===== src/rtl/romHdrPkg.sv =====
`timescale 1ns/1ps
package romHdrPkg;

  // Byte positions inside the image header (the stream is decoded by position)
  localparam int ID_CRC_POS  = 0;
  localparam int ID_FIRST    = 1;
  localparam int ID_LAST     = 8;
  localparam int DCRC_FIRST  = 9;
  localparam int DCRC_LAST   = 12;
  localparam int REV_POS     = 13;
  localparam int LEN_LO_POS  = 14;
  localparam int LEN_HI_POS  = 15;
  localparam int DATA_START  = 13;
  localparam int HDR_BYTES   = 22;

  typedef enum logic [1:0] {
    ERR_NONE  = 2'd0,
    ERR_SMALL = 2'd1,
    ERR_ID    = 2'd2,
    ERR_DATA  = 2'd3
  } errCode_e;

  // Strobes from the sequencer to the datapath
  typedef struct packed {
    logic clear;
    logic capIdCrc;
    logic updId;
    logic capDataCrc;
    logic capRev;
    logic updData;
    logic capLenLo;
    logic capLenHi;
  } dpStrobe_t;

  // MSB-first CRC-8 step over one byte
  function automatic logic [7:0] crc8Step(input logic [7:0] crcIn,
                                          input logic [7:0] dataIn,
                                          input logic [7:0] poly);
    logic [7:0] c;
    c = crcIn ^ dataIn;
    for (int k = 0; k < 8; k++) begin
      c = c[7] ? ((c << 1) ^ poly) : (c << 1);
    end
    return c;
  endfunction

  // Reflected CRC-32 step over one byte (poly given in reflected form)
  function automatic logic [31:0] crc32Step(input logic [31:0] crcIn,
                                            input logic [7:0]  dataIn,
                                            input logic [31:0] polyRefl);
    logic [31:0] c;
    c = crcIn ^ {24'd0, dataIn};
    for (int k = 0; k < 8; k++) begin
      c = c[0] ? ((c >> 1) ^ polyRefl) : (c >> 1);
    end
    return c;
  endfunction

endpackage


===== src/rtl/romHdrDatapath.sv =====
`timescale 1ns/1ps
module romHdrDatapath
  import romHdrPkg::*;
#(
  parameter int          LEN_BITS   = 10,
  parameter logic [7:0]  CRC8_POLY  = 8'h07,
  parameter logic [7:0]  CRC8_INIT  = 8'hFF,
  parameter logic [31:0] CRC32_POLY = 32'h82F63B78,
  localparam int         SIZE_W     = $clog2((1 << LEN_BITS) + DATA_START),
  localparam int         ID_W       = 8 * (ID_LAST - ID_FIRST + 1)
) (
  input  logic              clk,
  input  logic              rstN,
  input  dpStrobe_t         stb,
  input  logic [7:0]        inData,
  output logic              idOk,
  output logic              dataOk,
  output logic [SIZE_W-1:0] sizeNext,
  output logic [SIZE_W-1:0] sizeQ,
  output logic [ID_W-1:0]   ident,
  output logic              revWarn
);

  localparam logic [15:0] LEN_MASK = 16'((1 << LEN_BITS) - 1);

  logic [7:0]  crc8Q;
  logic [31:0] crc32Q;
  logic [7:0]  expIdQ;
  logic [31:0] expDataQ;
  logic [7:0]  revQ;
  logic [7:0]  lenLoQ;
  logic [ID_W-1:0] identQ;

  logic [7:0]  crc8Next;
  logic [31:0] crc32Next;
  logic [15:0] lenWord;

  always_comb begin
    crc8Next  = crc8Step(crc8Q, inData, CRC8_POLY);
    crc32Next = crc32Step(crc32Q, inData, CRC32_POLY);
    lenWord   = {inData, lenLoQ};
    sizeNext  = SIZE_W'(lenWord & LEN_MASK) + SIZE_W'(DATA_START);
    idOk      = (crc8Next == expIdQ);
    dataOk    = (~crc32Next == expDataQ);
  end

  always_ff @(posedge clk) begin
    if (!rstN || stb.clear) begin
      crc8Q    <= CRC8_INIT;
      crc32Q   <= '1;
      expIdQ   <= '0;
      expDataQ <= '0;
      revQ     <= '0;
      lenLoQ   <= '0;
      sizeQ    <= '0;
      identQ   <= '0;
    end else begin
      if (stb.capIdCrc)   expIdQ   <= inData;
      if (stb.updId) begin
        crc8Q  <= crc8Next;
        identQ <= {inData, identQ[ID_W-1:8]};
      end
      if (stb.capDataCrc) expDataQ <= {inData, expDataQ[31:8]};
      if (stb.capRev)     revQ     <= inData;
      if (stb.updData)    crc32Q   <= crc32Next;
      if (stb.capLenLo)   lenLoQ   <= inData;
      if (stb.capLenHi)   sizeQ    <= sizeNext;
    end
  end

  assign ident   = identQ;
  assign revWarn = (revQ > 8'd1);

endmodule


===== src/rtl/romHdrCtrl.sv =====
`timescale 1ns/1ps
module romHdrCtrl
  import romHdrPkg::*;
#(
  parameter int LEN_BITS = 10,
  localparam int SIZE_W  = $clog2((1 << LEN_BITS) + DATA_START)
) (
  input  logic              clk,
  input  logic              rstN,
  input  logic              start,
  input  logic              inValid,
  input  logic              idOk,
  input  logic              dataOk,
  input  logic [SIZE_W-1:0] sizeNext,
  input  logic [SIZE_W-1:0] sizeQ,
  output dpStrobe_t         stb,
  output logic              busy,
  output logic              done,
  output logic              pass,
  output logic [1:0]        errCode
);

  logic              busyQ;
  logic [SIZE_W-1:0] idx;
  logic              take;
  logic              finId;
  logic              finSmall;
  logic              finData;
  logic              finish;
  errCode_e          finCode;

  always_comb begin
    take = busyQ && inValid && !start;

    stb            = '0;
    stb.clear      = start;
    stb.capIdCrc   = take && (idx == SIZE_W'(ID_CRC_POS));
    stb.updId      = take && (idx >= SIZE_W'(ID_FIRST)) && (idx <= SIZE_W'(ID_LAST));
    stb.capDataCrc = take && (idx >= SIZE_W'(DCRC_FIRST)) && (idx <= SIZE_W'(DCRC_LAST));
    stb.capRev     = take && (idx == SIZE_W'(REV_POS));
    stb.updData    = take && (idx >= SIZE_W'(DATA_START));
    stb.capLenLo   = take && (idx == SIZE_W'(LEN_LO_POS));
    stb.capLenHi   = take && (idx == SIZE_W'(LEN_HI_POS));

    finId    = take && (idx == SIZE_W'(ID_LAST)) && !idOk;
    finSmall = take && (idx == SIZE_W'(LEN_HI_POS)) && (sizeNext < SIZE_W'(HDR_BYTES));
    finData  = take && (idx > SIZE_W'(LEN_HI_POS)) && (idx == sizeQ - SIZE_W'(1));
    finish   = finId || finSmall || finData;

    if (finId)         finCode = ERR_ID;
    else if (finSmall) finCode = ERR_SMALL;
    else if (dataOk)   finCode = ERR_NONE;
    else               finCode = ERR_DATA;
  end

  always_ff @(posedge clk) begin
    if (!rstN) begin
      busyQ   <= 1'b0;
      idx     <= '0;
      done    <= 1'b0;
      pass    <= 1'b0;
      errCode <= ERR_NONE;
    end else begin
      done <= 1'b0;
      if (start) begin
        busyQ   <= 1'b1;
        idx     <= '0;
        pass    <= 1'b0;
        errCode <= ERR_NONE;
      end else if (take) begin
        idx <= idx + SIZE_W'(1);
        if (finish) begin
          busyQ   <= 1'b0;
          done    <= 1'b1;
          pass    <= (finCode == ERR_NONE);
          errCode <= finCode;
        end
      end
    end
  end

  assign busy = busyQ;

endmodule


===== src/rtl/romHeaderCheck.sv =====
`timescale 1ns/1ps
module romHeaderCheck
  import romHdrPkg::*;
#(
  parameter int  LEN_BITS = 10,
  localparam int SIZE_W   = $clog2((1 << LEN_BITS) + DATA_START)
) (
  input  logic              clk,
  input  logic              rstN,
  input  logic              start,
  input  logic              inValid,
  input  logic [7:0]        inData,
  output logic              busy,
  output logic              done,
  output logic              pass,
  output logic [1:0]        errCode,
  output logic              revWarn,
  output logic [63:0]       ident,
  output logic [SIZE_W-1:0] totalSize
);

  dpStrobe_t         stb;
  logic              idOk;
  logic              dataOk;
  logic [SIZE_W-1:0] sizeNext;

  romHdrCtrl #(.LEN_BITS(LEN_BITS)) u_ctrl (
    .clk      (clk),
    .rstN     (rstN),
    .start    (start),
    .inValid  (inValid),
    .idOk     (idOk),
    .dataOk   (dataOk),
    .sizeNext (sizeNext),
    .sizeQ    (totalSize),
    .stb      (stb),
    .busy     (busy),
    .done     (done),
    .pass     (pass),
    .errCode  (errCode)
  );

  romHdrDatapath #(.LEN_BITS(LEN_BITS)) u_dp (
    .clk      (clk),
    .rstN     (rstN),
    .stb      (stb),
    .inData   (inData),
    .idOk     (idOk),
    .dataOk   (dataOk),
    .sizeNext (sizeNext),
    .sizeQ    (totalSize),
    .ident    (ident),
    .revWarn  (revWarn)
  );

endmodule


===== config.mk =====
export PLATFORM = sky130hd
export DESIGN_NAME = romHeaderCheck
export DESIGN_NICKNAME = d
export VERILOG_FILES = /design/src/rtl/romHdrPkg.sv /design/src/rtl/romHdrDatapath.sv /design/src/rtl/romHdrCtrl.sv /design/src/rtl/romHeaderCheck.sv
export SDC_FILE = /design/constraint.sdc
export NUM_CORES = 1
export LEC_CHECK = 0
export BUFFER_PORTS_ARGS = -buffer_cell sky130_fd_sc_hd__buf_2
export CELL_PAD_IN_SITES_DETAIL_PLACEMENT = 1
export CELL_PAD_IN_SITES_GLOBAL_PLACEMENT = 1
export CORE_MARGIN = 8
export CORE_UTILIZATION = 48
export CTS_BUF_LIST = sky130_fd_sc_hd__clkbuf_4
export CTS_CLUSTER_DIAMETER = 60
export DETAILED_ROUTE_END_ITERATION = 8
export PLACE_DENSITY = 0.85
export SYNTH_ARGS = -nofsm -noshare
export SYNTH_HDL_FRONTEND = slang
export SYNTH_HIERARCHICAL = 1
export SYNTH_SLANG_ARGS = --single-unit

===== constraint.sdc =====
create_clock -name clk -period 3.5 [get_ports clk]
set_input_delay 0.175 -clock clk [delete_from_list [all_inputs] [get_ports clk]]
set_output_delay 0.175 -clock clk [all_outputs]
set_load 0.01 [all_outputs]

# Word level (Yosys, flattened, before mapping)
# Index checks and enable logic that the tools add are counted.
[classes] addsub=3 magnitude_cmp=8 eq_ne=7 mux=23 n_bitwise=21 reduce_logical=30
[op_table] operator="$mux W32" count=8
[op_table] operator="$not A16 Y17" count=8
[op_table] operator="$eq A11 B4 Y1 const B" count=4
[op_table] operator="$eq A32 B32 Y1" count=1
[op_table] operator="$not A32 Y32" count=1
[op_table] operator="$xor A32 B8 Y32" count=1
[op_table] operator="$mux W3" count=8
[op_table] operator="$not A3 Y3" count=8
[op_table] operator="$ge A11 B4 Y1 const B" count=2
[op_table] operator="$le A11 B4 Y1 const B" count=2
[op_table] operator="$logic_and A1 B1 Y1" count=16
[op_table] operator="$add A10 B4 Y11 const B" count=1
[op_table] operator="$add A11 B1 Y11 const B" count=1
[op_table] operator="$eq A11 B11 Y1" count=1
[op_table] operator="$ge A11 B1 Y1 const B" count=1
[op_table] operator="$gt A11 B4 Y1 const B" count=1
[op_table] operator="$logic_not A11 Y1" count=1
[op_table] operator="$lt A11 B5 Y1 const B" count=1
[op_table] operator="$sub A11 B1 Y11 const B" count=1
[op_table] operator="$eq A8 B8 Y1" count=1
[op_table] operator="$gt A8 B1 Y1 const B" count=1
[op_table] operator="$xor A8 B8 Y8" count=1
[op_table] operator="$mux W2" count=3
[op_table] operator="$mux W1" count=4
[op_table] operator="8 further kinds" count=15
[word_totals] reg_bits=187 inputBits=12

# Depth between registers and ports, before layout
[logic_depth] ltp_word=25 ltp_mapped=12 depth_no_buf=11

# Cells and area by module
# Netlist, hierarchy kept.
[by_module_without_submodules] mod="romHdrDatapath" instances=1 cells_per_inst=837 area_each_um2=8210.4 seq_area_each_um2=3403.3
[by_module_without_submodules] mod="romHdrCtrl" instances=1 cells_per_inst=167 area_each_um2=1287.5 seq_area_each_um2=320.3

# Worst setup path after synthesis
# Ideal clock, no wire load.
[synth_timing] path_kind="reg-to-reg" start="reg u_dp.crc32Q[3]" end="reg u_ctrl.errCode[0]" t_arrival_ps=2941 required_ps=3369 slack_ps=428 path_stages_with_launch=12 n_path_buf=1 period_less_slack_ps=3072 cell_sequence="dfxtp_1 > buf_6 > xnor2_2 > xnor3_2 > xor2_2 > and3_2 > o22ai_1 > or4b_1 > nor4_2 > inv_1 > mux2i_1 > a211oi_2"
[synth_via] elab_chain_len=17 word_cells_on_any_way=18 cone_classes="eq/ne: 1; mux: 11; bitwise: 6"
[synth_rtl] element="start: declaration" line_no="romHdrDatapath.sv:27" source="logic [31:0] crc32Q;"
[synth_rtl] element="start signal: assignment" line_no="romHdrDatapath.sv:65" source="if (stb.updData) crc32Q <= crc32Next;"
[synth_rtl] element="$xor A32 B8 Y32 *" line_no="romHdrPkg.sv:52" source="c = crcIn ^ {24'd0, dataIn};"
[synth_rtl] element="$mux W32 * (5 in series)" line_no="romHdrPkg.sv:54" source="c = c[0] ? ((c >> 1) ^ polyRefl) : (c >> 1);"
[synth_rtl] element="$not A16 Y17 (no line) or $mux W32 (tied branches)"
[synth_rtl] element="$mux W32 *" line_no="romHdrPkg.sv:54"
[synth_rtl] element="$not A16 Y17 (no line) or $mux W32 (tied branches)"
[synth_rtl] element="$mux W32 *" line_no="romHdrPkg.sv:54"
[synth_rtl] element="$not A16 Y17 (no line) or $mux W32 (tied branches)"
[synth_rtl] element="$mux W32 *" line_no="romHdrPkg.sv:54"
[synth_rtl] element="$not A32 Y32 *" line_no="romHdrDatapath.sv:44" source="dataOk = (~crc32Next == expDataQ);"
[synth_rtl] element="$eq A32 B32 Y1 *" line_no="romHdrDatapath.sv:44"
[synth_rtl] element="net dataOk" line_no="romHeaderCheck.sv:24" source="logic dataOk;"
[synth_rtl] element="$mux W2 *" line_no="romHdrCtrl.sv:52" source="else if (dataOk) finCode = ERR_NONE;"
[synth_rtl] element="$mux W2 *" line_no="romHdrCtrl.sv:51" source="else if (finSmall) finCode = ERR_SMALL;"
[synth_rtl] element="$mux W2 *" line_no="romHdrCtrl.sv:50" source="if (finId) finCode = ERR_ID;"
[synth_rtl] element="end signal: assignment" line_no="romHdrCtrl.sv:76" source="errCode <= finCode;"
[synth_rtl] element="end: declaration" line_no="romHdrCtrl.sv:20" source="output logic [1:0] errCode"
# The timed path passes the listed nets; every way through them passes the cells marked *.
# A chain may end at the register's enable or synchronous reset.

# Worst setup path in the final report
[layout_timing] start="reg u_dp.crc32Q[0]" end="reg u_ctrl.errCode[0]"
[layout_via] elab_chain_len=19 word_cells_on_any_way=21 cone_classes="eq/ne: 1; mux: 11; bitwise: 9"
[layout_rtl] element="$xor A32 B8 Y32 *" line_no="romHdrPkg.sv:52"
[layout_rtl] element="$mux W32 *" line_no="romHdrPkg.sv:54"
[layout_rtl] element="$not A16 Y17 (no line) or $mux W32 (tied branches)"
[layout_rtl] element="$mux W32 * (2 in series)" line_no="romHdrPkg.sv:54"
[layout_rtl] element="$not A16 Y17 (no line) or $mux W32 (tied branches)"
[layout_rtl] element="$mux W32 *" line_no="romHdrPkg.sv:54"
[layout_rtl] element="$not A16 Y17 (no line) or $mux W32 (tied branches)"
[layout_rtl] element="$mux W32 *" line_no="romHdrPkg.sv:54"
[layout_rtl] element="(+2 left out)"
[layout_rtl] element="$not A16 Y17 (no line) or $mux W32 (tied branches)"
[layout_rtl] element="$mux W32 * (2 in series)" line_no="romHdrPkg.sv:54"
[layout_rtl] element="$not A32 Y32 *" line_no="romHdrDatapath.sv:44"
[layout_rtl] element="$eq A32 B32 Y1 *" line_no="romHdrDatapath.sv:44"
[layout_rtl] element="net dataOk" line_no="romHeaderCheck.sv:24"
[layout_rtl] element="$mux W2 *" line_no="romHdrCtrl.sv:52"
[layout_rtl] element="$mux W2 *" line_no="romHdrCtrl.sv:51"
[layout_rtl] element="$mux W2 *" line_no="romHdrCtrl.sv:50"
# Marks and branches as above.

==> results.json <==
{
  "slew_headroom_pct": 43.9,
  "setup_viol_count_final": 0,
  "worstSetupEndpointType": "register",
  "worstPathMaxFanout": 4,
  "pin_count_of_the_biggest_net_entering_global_routing": 132,
  "status": "finished, final reports clean",
  "worst-endpoint-arrival_ns": 3.84,
  "max_freq_mhz": 300,
  "core_sq_um": 19500,
  "ys_warn_count": 6,
  "cts_sinks": 186,
  "critical_path_required_ns": 4.00,
  "io_buffer_count": 92,
  "first_iter_violations": 406,
  "rsz0062_at_grt": "false",
  "worstSkewPairLatency_ns": 0.62,
  "synthesis.area_sq_um": 9490,
  "fp.dieW_microns": 157,
  "cts-buffers-inserted": 17,
  "timing.critical_path.from_type": "register",
  "overall_overflow_remaining_after_global_route": 0,
  "clock_skew_ns": 0.0246,
  "via_count": 7360,
  "finalHoldViolCount": 0,
  "cts_setup_buffers": 0,
  "post-route-period-util_pct": 95.4,
  "route.detailed.wl_per_inst_microns": 19.4,
  "fraction_of_layout_instances_using_a_drive_strength_above_1_pct": 16.8,
  "cts_tree": "done",
  "track_usage_pct": 21.9,
  "synth_fp_nets": 1021,
  "via_count_of_the_first_global_routing_pass": 7770,
  "finalCriticalPeriod_ns": 3.34,
  "grt_first_pass_wirelength_mm": 42.2,
  "clk_root_buffer_cell": "sky130_fd_sc_hd__clkbuf_4",
  "antenna_left": 0,
  "timing.setup.tns_ns": 0,
  "gp_congestion": 0.927,
  "htreeDepth": 4,
  "fp.dieArea_sq_um": 24500,
  "cts-root-to-sink-buffers": 2,
  "grt_antenna_before_repair": 1,
  "floorplan.initialDensity_pct": 48.8,
  "post-route-drc-count": 0,
  "fp.dieH_microns": 157,
  "io_pins": 93,
  "areaGrowthSynthToFinish_pct": 13.1,
  "pwr_density_cell_nw_per_um2": 378,
  "worst_setup_hold_path_clk_slew_ns": 0.18,
  "final_number_of_max_transition_violations": 0,
  "power.ir.vdd_worst_mv": 0.273,
  "post_synth.cell_area_avg_sq_um": 9.47,
  "min_path_type": "in2reg",
  "finalCoreUtilization_pct": 55.2,
  "vias_per_cell": 5.37,
  "postRouteWirelength_mm": 26.6,
  "dpl.hpwl_mm": 18.9,
  "worst_slew_pin_slew_ns": 0.838,
  "path_class": "reg2reg",
  "placement_rows": 51,
  "cellLeakagePower_nw": 3.95,
  "drt-pass1-iter-count": 5,
  "num-nets-final": 1109,
  "timing.max_cap.violations": 0,
  "netlist_instances": 1003
}
-- path summary, 6_finish.rpt --
check	start	cells after the start	endpoint	slack (ns)
hold reg to reg	u_dp/crc32Q[14]	2	u_dp/crc32Q[14]	0.52
hold / removal	inValid	4	u_ctrl/idx[1]	0.36
setup reg to reg	u_dp/crc32Q[0]	10	u_ctrl/errCode[0]	0.16
setup / recovery	u_dp/crc32Q[0]	10	u_ctrl/errCode[0]	0.16
-- critical path, stage by stage, from the launching register on --
cell,delay (ns)
sky130_fd_sc_hd__dfxtp_1,0.50
sky130_fd_sc_hd__xor2_2,0.30
sky130_fd_sc_hd__xnor3_2,0.57
sky130_fd_sc_hd__xor2_2,0.21
sky130_fd_sc_hd__and3_2,0.21
sky130_fd_sc_hd__o22ai_1,0.08
sky130_fd_sc_hd__or4b_1,0.59
sky130_fd_sc_hd__nor4_4,0.27
sky130_fd_sc_hd__inv_1,0.11
sky130_fd_sc_hd__mux2i_1,0.26
sky130_fd_sc_hd__a211oi_2,0.11
-- layout make-up --
cell class	count	area [sq um]
multi-input combinational	747	5520
clock inverter	15	206
inverter	13	48.8
tap	265	332
clock buffer	17	128
antenna	1	2.50
timing repair buffer	126	781
fill	2241	8720
sequential	186	3720
-- registers in the layout, indices dropped and copies added (netlist names) --
name / flops
u_dp/ident: 64
u_dp/crc32Q: 32
u_dp/expDataQ: 32
u_ctrl/idx: 11
u_dp/sizeQ: 11
u_dp/crc8Q: 8
u_dp/expIdQ: 8
u_dp/lenLoQ: 8
u_dp/revQ: 7
u_ctrl/errCode: 2
u_ctrl/busy: 1
u_ctrl/done: 1
u_ctrl/pass: 1
-- per-layer routing --
metal | vias to the layer above | track usage [%] | wire length [microns]
met1 | 3635 | 27.8 | 12200
met5 | - | 0 | 0
met3 | 46 | 4.77 | 1260
li1 | 3525 | - | -
met2 | 154 | 35.9 | 12400
met4 | 0 | 7.83 | 642
-- cell usage in the layout (no fill, tap or decap), drive strengths merged, types with 11 or more instances in the layout --
cell,count
or3,11
clkbuf,17
o21ai,42
xor2,56
xnor3,12
mux2i,138
inv,22
xnor2,123
buf,115
nand2,88
dfxtp,186
dlygate4sd3,11
nor2,152
a21oi,11
nand3,11
nor3,20
and3,11
-- repair_timing --
item / in CTS / in global routing
hold endpoints to repair: 39 / 0
gates resized for setup: 1 / 2
endpoints found under the setup margin: 1 / 1
hold buffers: 11 / 0
-- power breakdown --
group,total (W),internal (W),switching (W)
logic,0.000608,0.000261,0.000346
clock network,0.00132,0.000367,0.000955
registers,0.00213,0.00212,0.00000297
-- stage by stage --
stage               power, W  cell area [sq um]  worst slack (ns)  hold slack, ns  cells
global route         0.00421              10700            0.0446           0.330   1370
CTS                  0.00408              10700            0.0855           0.332   1369
floorplan            0.00260               9490             0.428           0.284   1003
finish               0.00406              10700             0.162           0.361   1370
global placement     0.00274              10300             0.186           0.460   1326
detailed placement   0.00275              10300             0.104           0.465   1326
Power figures use the tool's default switching activity.
